$ cat src/rtl/skip_pkg.sv
package skip_pkg;
    localparam int REG_IDX_W = 4;
    localparam int COND_W    = 4;

    typedef enum logic [1:0] {
        ST_IDLE = 2'd0,
        ST_DEC  = 2'd1,
        ST_CMP  = 2'd2,
        ST_DONE = 2'd3
    } skip_state_t;

    // Base comparison picked by condition bits 1:0; bit 2 inverts it.
    typedef enum logic [1:0] {
        K_ULT   = 2'd0,
        K_SLT   = 2'd1,
        K_EQ    = 2'd2,
        K_CARRY = 2'd3
    } cmp_kind_t;
endpackage

$ cat src/rtl/skip_decrement.sv
module skip_decrement #(
    parameter int DATA_W = 16
) (
    input  logic [DATA_W-1:0] val_in,
    output logic [DATA_W-1:0] val_out
);
    localparam logic [DATA_W-1:0] ONE = DATA_W'(1);

    // Wraps modulo 2^DATA_W: zero becomes all ones.
    always_comb begin
        val_out = val_in - ONE;
    end
endmodule

$ cat src/rtl/skip_cond_eval.sv
module skip_cond_eval
    import skip_pkg::*;
#(
    parameter int DATA_W = 16
) (
    input  logic [2:0]        code,
    input  logic [DATA_W-1:0] lhs,
    input  logic [DATA_W-1:0] rhs,
    output logic              hit
);
    localparam int SUM_W = DATA_W + 1;

    logic [SUM_W-1:0] sum_ext;
    logic             base;
    cmp_kind_t        kind;

    always_comb begin
        sum_ext = {1'b0, lhs} + {1'b0, rhs};
        kind    = cmp_kind_t'(code[1:0]);
        unique case (kind)
            K_ULT:   base = (lhs < rhs);
            K_SLT:   base = ($signed(lhs) < $signed(rhs));
            K_EQ:    base = (lhs == rhs);
            K_CARRY: base = sum_ext[SUM_W-1];
            default: base = 1'b0;
        endcase
        hit = base ^ code[2];
    end
endmodule

$ cat src/rtl/skip_unit.sv
module skip_unit
    import skip_pkg::*;
#(
    parameter int DATA_W = 16
) (
    input  logic                 clk,
    input  logic                 rst_n,
    input  logic                 issue,
    output logic                 ready,
    input  logic [COND_W-1:0]    cond,
    input  logic [REG_IDX_W-1:0] lhs_idx,
    input  logic [DATA_W-1:0]    lhs_val,
    input  logic [DATA_W-1:0]    rhs_val,
    output logic                 result_valid,
    output logic                 skip,
    output logic                 wb_en,
    output logic [REG_IDX_W-1:0] wb_idx,
    output logic [DATA_W-1:0]    wb_val
);
    localparam int DEC_BIT = COND_W - 1;

    skip_state_t          state, state_nx;
    logic [COND_W-1:0]    cond_q;
    logic [REG_IDX_W-1:0] idx_q;
    logic [DATA_W-1:0]    lhs_q, rhs_q;
    logic                 skip_q;
    logic [DATA_W-1:0]    lhs_dec;
    logic                 cmp_hit;
    logic                 accept;

    skip_decrement #(.DATA_W(DATA_W)) u_dec (
        .val_in (lhs_q),
        .val_out(lhs_dec)
    );

    skip_cond_eval #(.DATA_W(DATA_W)) u_eval (
        .code(cond_q[2:0]),
        .lhs (lhs_q),
        .rhs (rhs_q),
        .hit (cmp_hit)
    );

    assign accept = issue && (state == ST_IDLE);

    always_comb begin
        state_nx = state;
        unique case (state)
            ST_IDLE: if (issue) state_nx = cond[DEC_BIT] ? ST_DEC : ST_CMP;
            ST_DEC:  state_nx = ST_CMP;
            ST_CMP:  state_nx = ST_DONE;
            ST_DONE: state_nx = ST_IDLE;
            default: state_nx = ST_IDLE;
        endcase
    end

    always_ff @(posedge clk or negedge rst_n) begin
        if (!rst_n) state <= ST_IDLE;
        else        state <= state_nx;
    end

    always_ff @(posedge clk or negedge rst_n) begin
        if (!rst_n) begin
            cond_q <= '0;
            idx_q  <= '0;
            lhs_q  <= '0;
            rhs_q  <= '0;
            skip_q <= 1'b0;
        end else begin
            if (accept) begin
                cond_q <= cond;
                idx_q  <= lhs_idx;
                lhs_q  <= lhs_val;
                rhs_q  <= rhs_val;
            end
            if (state == ST_DEC) lhs_q  <= lhs_dec;
            if (state == ST_CMP) skip_q <= cmp_hit;
        end
    end

    always_comb begin
        ready        = (state == ST_IDLE);
        result_valid = (state == ST_DONE);
        skip         = result_valid && skip_q;
        wb_en        = result_valid && cond_q[DEC_BIT] && (idx_q != '0);
        wb_idx       = wb_en ? idx_q : '0;
        wb_val       = wb_en ? lhs_q : '0;
    end

    p_accept_leaves_idle_r1: assert property (@(posedge clk) disable iff (!rst_n)
        (issue && ready) |=> !ready);

    p_single_pulse_r2: assert property (@(posedge clk) disable iff (!rst_n)
        result_valid |=> (!result_valid && ready));

    p_dec_path_r7: assert property (@(posedge clk) disable iff (!rst_n)
        (issue && ready && cond[DEC_BIT]) |=> (state == ST_DEC));

    p_wb_gated_r8: assert property (@(posedge clk) disable iff (!rst_n)
        wb_en |-> (result_valid && wb_idx != '0));

    p_quiet_outputs_r10: assert property (@(posedge clk) disable iff (!rst_n)
        !result_valid |-> (!skip && !wb_en));
endmodule

$ cat config.mk
export PLATFORM = sky130hd
export DESIGN_NAME = skip_unit
export DESIGN_NICKNAME = d
export VERILOG_FILES = /design/src/rtl/skip_pkg.sv /design/src/rtl/skip_decrement.sv /design/src/rtl/skip_cond_eval.sv /design/src/rtl/skip_unit.sv
export SDC_FILE = /design/constraint.sdc
export NUM_CORES = 1
export LEC_CHECK = 0
export ABC_AREA = 0
export CAP_MARGIN = 20
export CELL_PAD_IN_SITES_DETAIL_PLACEMENT = 0
export CELL_PAD_IN_SITES_GLOBAL_PLACEMENT = 2
export CORE_ASPECT_RATIO = 1.1
export CORE_MARGIN = 2
export CORE_UTILIZATION = 31
export DETAILED_ROUTE_END_ITERATION = 8
export HOLD_SLACK_MARGIN = 0.1
export PLACE_DENSITY = 0.88
export SETUP_SLACK_MARGIN = 0.2
export SYNTH_ARGS = -nofsm -noshare
export SYNTH_HDL_FRONTEND = slang
export SYNTH_SLANG_ARGS = --single-unit
export TNS_END_PERCENT = 10
$ cat constraint.sdc
create_clock -name clk -period 3.07 [get_ports clk]
set_input_delay 0.307 -clock clk [delete_from_list [all_inputs] [get_ports clk]]
set_output_delay 0.307 -clock clk [all_outputs]
set_load 0.03 [all_outputs]
## Word level (Yosys, flattened, before mapping)

Cells that the tools add are included.

- Register bits: 43
- Output and inout bits: 24
- Memories kept: 0
- Logic and storage cells: 35
- Bits in read-only memories: 0
- Input port bits: 43
- Bits in writable memories: 0
- Latch bits: 0

- $add $sub $neg: 2
- Bitwise operators: 1
- Equal/unequal tests: 8
- Muxes and demuxes: 8
- Shifts and indexed selects: 0
- Divide/modulo/power cells: 0
- Magnitude comparators: 2
- Reductions and logical operators: 8
- Multipliers: 0

Operator list:

| kind | count |
|---|---|
| 16-bit 2-to-1 mux | 3 |
| 16-bit < comparator | 2 |
| 16-bit by 16-bit adder with 17-bit output | 1 |
| 16-bit equality test | 1 |
| 16-bit by 1-bit subtractor with 16-bit output, second input constant | 1 |
| 2-bit equality test, second input constant | 4 |
| 2-bit one-hot mux with 4 select lines | 1 |
| 2-bit by 1-bit equality test with 1-bit output, second input constant | 2 |
| 1-bit logical AND | 4 |
| 2-bit zero test | 2 |
| 2-bit 2-to-1 mux | 2 |
| 4-bit 2-to-1 mux | 1 |
| 1-bit one-hot mux with 4 select lines | 1 |
| 4-bit nonzero test | 1 |
| 2-bit inequality test, second input constant | 1 |
| 2-bit nonzero test | 1 |
| 1-bit XOR | 1 |

## Longest topological paths before layout

- Depth in word-level cells: 4
- Mapped depth: 9
- Depth with buffers taken out: 9

## By module

From an unflattened synthesis, not the netlist that was laid out.

- Cell total of the unflattened synthesis: 335
- Area, all modules: 3462.1 µm²

By module, submodules not included:

| module | area an instance (µm²) | seq. area each (µm²) | times used | cells an instance |
|---|---|---|---|---|
| skip_unit | 2337.2 | 1076.0 | 1 | 187 |
| skip_cond_eval | 854.6 | 0.0 | 1 | 108 |
| skip_decrement | 270.3 | 0.0 | 1 | 40 |

## Least setup slack after synthesis

OpenSTA, ideal clock, no wires.

- Path type: reg2reg
- Start: reg lhs_q[13]
- End: reg skip_q
- Cell stages (with the launch flop): 9
- Setup time: 0.086 ns
- Slack: 0.770 ns
- Arrival: 2.214 ns
- Data required time: 2.984 ns
- Path through: dfrtp_1 -> ha_1 -> a21o_1 -> a211o_1 -> or3b_1 -> o31ai_1 -> a21oi_1 -> mux2_1 -> o221ai_2

- Word-level cells in the longest chain between the ends: 3

Ends and longest elaborated chain:

| what | line | source |
|---|---|---|
| start, declared | skip_unit.sv:25 | `logic [DATA_W-1:0] lhs_q, rhs_q;` |
| start signal, assigned | skip_unit.sv:72 | `lhs_q <= lhs_val;` |
| start signal, assigned | skip_unit.sv:75 | `if (state == ST_DEC) lhs_q <= lhs_dec;` |
| 16-bit by 16-bit adder with 17-bit output (tied with other cells) | skip_cond_eval.sv:18 | `sum_ext = {1'b0, lhs} + {1'b0, rhs};` |
| 1-bit one-hot mux with 4 select lines (*) | skip_cond_eval.sv:20 | `unique case (kind)` |
| 1-bit XOR (*) | skip_cond_eval.sv:27 | `hit = base ^ code[2];` |
| end signal, assigned | skip_unit.sv:76 | `if (state == ST_CMP) skip_q <= cmp_hit;` |
| end, declared | skip_unit.sv:26 | `logic skip_q;` |

Mark *: on every way between the ends. The rest lies on a longest branch, timed or not.
A chain may end at the register's enable or synchronous reset.

## Worst setup path in the final report

- Start: reg state[0]
- End: out wb_val[10]

- Word-level cells in the longest chain between the ends: 4

Ends and longest elaborated chain:

| what | line | source |
|---|---|---|
| start, declared | skip_unit.sv:22 | `skip_state_t state, state_nx;` |
| start signal, assigned | skip_unit.sv:58 | `else state <= state_nx;` |
| 2-bit equality test | skip_unit.sv:82 | `result_valid = (state == ST_DONE);` |
| 1-bit logical AND (2 in series) | skip_unit.sv:84 | `wb_en = result_valid && cond_q[DEC_BIT] && (idx_q != '0);` |
| 16-bit 2-to-1 mux | skip_unit.sv:86 | `wb_val = wb_en ? lhs_q : '0;` |
| end, declared | skip_unit.sv:18 | `output logic [DATA_W-1:0] wb_val` |

No other way between the ends.

==> results.txt <==
----------------------------------------------------
[Floorplanning]
  Row Count ... 37
  Die Wd ... 98.0 um
  Overall die height ... about 110 um
  Standard cell core area ... between 0.009 and 0.01 mm^2
  Initial Utilization ... 0.320
  Number of placed I/O pins ... 67
  Die area ... 0.0105 mm^2

[Pwr]
  Power density over cell area ... 959 mW/mm^2
  Final total power ... 3810 uW
  Static power due to leakage ... approximately 0.0017 uW
  Maximum VDD drop ... between 0.4 and 0.5 mV

[STA]
  Setup TNS ... 0 ns
  Slew Viols, Final ... 0
  Endpoints failing hold ... 0
  Clock skew ... between 0.006 and 0.007 ns
  Final setup violation count ... 0
  Achievable clock frequency ... 0.371 GHz
  Final cycle utilization of the critical path ... 0.878
  Headroom to the max-slew limit ... 0.453
  RSZ-0062 raised after global routing ... false
  Actual slew at the worst max-slew pin ... 0.820 ns
  Shortest period the worst path allows ... 2.70 ns

[Synth]
  Fraction of the yosys area taken by sequential cells ... 0.357
  Distinct cell type count of the synthesized netlist ... 49
  Synthesized-area fraction occupied by and/or/nand/nor cells ... 0.177
  Post-synthesis mux area share ... 0.0935
  Flops & latches, synth ... 43
  Cells after Synth ... 318
  Compound-cell area share of the yosys netlist ... 0.155
  Parity-gate share of the synthesized area counting xor and xnor cells ... 0.0116
  Area of the mapped netlist ... 0.00301 mm^2
  Biggest area consumer among synthesized cells ... sky130_fd_sc_hd__dfrtp_1
  Primary flip-flop cell chosen by synthesis mapping ... sky130_fd_sc_hd__dfrtp_1
  Synthesized area per cell ... 9.47 um^2
  Largest family of logic cells by synthesized area ... simple AND/OR/NAND/NOR gates
  Async set-reset flop share out of synthesis ... 1.00
  Arithmetic-cell share of the synthesized area counting full adders, half adders and majority gates ... 0.154
  Synthesis Warnings ... 0
  Number of enable flip-flop cells after synthesis ... 0
  Area contributors post-synth ... sky130_fd_sc_hd__dfrtp_1 (36%), sky130_fd_sc_hd__ha_1 (15%), sky130_fd_sc_hd__mux2_2 (9.0%)
  Share of the synthesized area in the top cell type ... 0.357
  Post-Synthesis Net Count ... 398

[Cells and area]
  Post-layout nets ... ~470
  Synth-to-Final Area Change ... 32.0%
  Leading cell types in the layout, fill and taps excluded ... sky130_fd_sc_hd__clkdlybuf4s50_1 (65), sky130_fd_sc_hd__dfrtp_1 (43), sky130_fd_sc_hd__ha_1 (37)
  Layout cells sized above 1 ... 0.123
  Number of diodes added for antenna fixing ... 0
  Leading cell type in the layout, fill and taps excluded ... sky130_fd_sc_hd__clkdlybuf4s50_1

[Critical path]
  Kind of start point of the critical path ... flip-flop
  Worst reg-to-reg path cell count ... 8
  Reg-to-reg slack, setup ... around 0.56 ns
  FF-to-FF End ... skip_q
  Peak fanout along the critical path ... 8
  Arrival @ worst endpoint ... 2.39 ns
  Launch instance of the worst register-to-register path ... lhs_q[13]
  Type of the worst setup path ... reg2out
  CP endpoint kind ... output pin
  Data required time of the worst path ... about 2.8 ns

[Detailed routing]
  Residual antenna-violating net count after detailed routing ... 0
  Pre-Repair DR Iteration Count ... 4
  Mean number of vias per cell ... just over 5
  Vias ... 2,549
  Violation count after the first detailed-route iteration ... 95
  Total Wirelength ... 7730 um
  Average wire per standard cell ... 15.3 um
  Number of design rule violations left after detail routing ... 0

[Global routing]
  Initial antenna violation count ... 0
  Largest net degree at the start of global routing ... 44
  First-pass GRT wire length ... 12,800 um
  Total grt overflow ... 0
  Total routing resource utilization after global routing ... 0.152
  Vias in the first global route ... 2,602

[Clock tree]
  Clock slew seen by the registers of the worst setup and hold paths ... 0.09 ns
  # H-tree levels ... 2
  Number of buffers between clock root and the deepest sink ... 2
  Clock tree from TritonCTS ... yes
  TritonCTS Buffers ... 5
  Clock network latency to the later pin of the worst-skew pair ... 0.30 ns
  Cell at the root of the clock tree ... sky130_fd_sc_hd__clkbuf_8
  Total clock sinks ... 43

[Place]
  Port Buffer Count ... 66
  Detailed-placement wirelength estimate ... roughly 6000 um
  Gpl congestion ... 0.835

[Min path]
  Path category of the worst min-delay check ... in2async

[Status]
  Result of the run ... finished clean

[Flow run]
  Number of maximum-capacitance violations ... 0

----------------------------------------------------
[metal layers]
layer	vias up	GRT usage	wire, um
met5	-	0	0
met4	0	0.0437	102
met3	9	0.0234	244
met2	54	0.269	3840
met1	1217	0.192	3540
li1	1269	-	-
[kinds of logic after synthesis]
kind of cell,after synthesis
buf+inv,41
simple gates,98
xor+xnor,4
compound gates,70
fa+ha+maj,37
mux,25
flops,43
[state kept, by name, indices dropped and copies added, names as in the netlist]
signal and count:
cond_q 4, idx_q 4, lhs_q 16, rhs_q 16
skip_q 1, state 2
[metrics by stage]
stage	instances	hold slack (ns)	area, um^2	setup WS (ns)	utilization
5_1_grt	506	0.559	3970	0.213	0.423
6_report	506	0.522	3970	0.373	0.423
3_3_place_gp	496	0.513	3820	0.668	0.406
2_1_floorplan	318	0.0114	3010	0.770	-
4_1_cts	504	0.204	3930	0.269	0.419
3_5_place_dp	496	0.516	3820	0.618	0.406
[how the worst max path moves through the flow]
stage               depth (start not counted)      start         end
finish                                      6   state[0]  wb_val[10]
global route                                6   state[0]  wb_val[10]
CTS                                         6   state[0]  wb_val[10]
detailed placement                          8  lhs_q[13]      skip_q
global placement                            8   lhs_q[9]      skip_q
floorplan                                   8  lhs_q[13]      skip_q
[synthesized netlist by cell type (3+ instances only)]
| master | count |
|---|---|
| sky130_fd_sc_hd__nor3_1 | 6 |
| sky130_fd_sc_hd__nor4_1 | 5 |
| sky130_fd_sc_hd__a211oi_1 | 7 |
| sky130_fd_sc_hd__o22ai_1 | 3 |
| sky130_fd_sc_hd__o31ai_1 | 3 |
| sky130_fd_sc_hd__ha_1 | 37 |
| sky130_fd_sc_hd__and3_1 | 10 |
| sky130_fd_sc_hd__nor2b_1 | 3 |
| sky130_fd_sc_hd__mux2_2 | 24 |
| sky130_fd_sc_hd__o21a_1 | 4 |
| sky130_fd_sc_hd__o21ai_0 | 6 |
| sky130_fd_sc_hd__dfrtp_1 | 43 |
| sky130_fd_sc_hd__a31oi_1 | 3 |
| sky130_fd_sc_hd__nand2b_1 | 6 |
| sky130_fd_sc_hd__nand4_1 | 6 |
| sky130_fd_sc_hd__and2_1 | 13 |
| sky130_fd_sc_hd__a21oi_1 | 25 |
| sky130_fd_sc_hd__clkbuf_1 | 9 |
| sky130_fd_sc_hd__inv_1 | 30 |
| sky130_fd_sc_hd__nand3_1 | 3 |
| sky130_fd_sc_hd__nor2_1 | 21 |
| sky130_fd_sc_hd__nand2_1 | 16 |
[power breakdown]
group          switching [uW]  internal, uW
clock                     214           264
sequential                357           847
combinational            1120          1010
total                    1690          2120
[cell type report]
class                           count  area, um^2
Clock buffer                        6        82.6
Clock inverter                      2        35.0
Fill cell                         929        5420
Inverter                           30         113
Multi-Input combinational cell    234        1780
Sequential cell                    43        1080
Tap cell                          117         146
Timing Repair Buffer               74         738
[timing repair]
item | CTS | global route
setup endpoints to repair | 0 | 7
endpoints found under the hold margin | 0 | 21
gates resized for setup | 0 | 1
buffers inserted | 0 | 0
hold buffers | 0 | 1
[worst max-delay path: stages (launching register included)]
cell                              delay (ns)
sky130_fd_sc_hd__dfrtp_1                0.40
sky130_fd_sc_hd__ha_1                   0.26
sky130_fd_sc_hd__nand2_1                0.17
sky130_fd_sc_hd__nor2_2                 0.23
sky130_fd_sc_hd__buf_4                  0.19
sky130_fd_sc_hd__and2_1                 0.16
sky130_fd_sc_hd__clkdlybuf4s50_1        0.68
No activity file was read; power rests on OpenSTA's default activity.
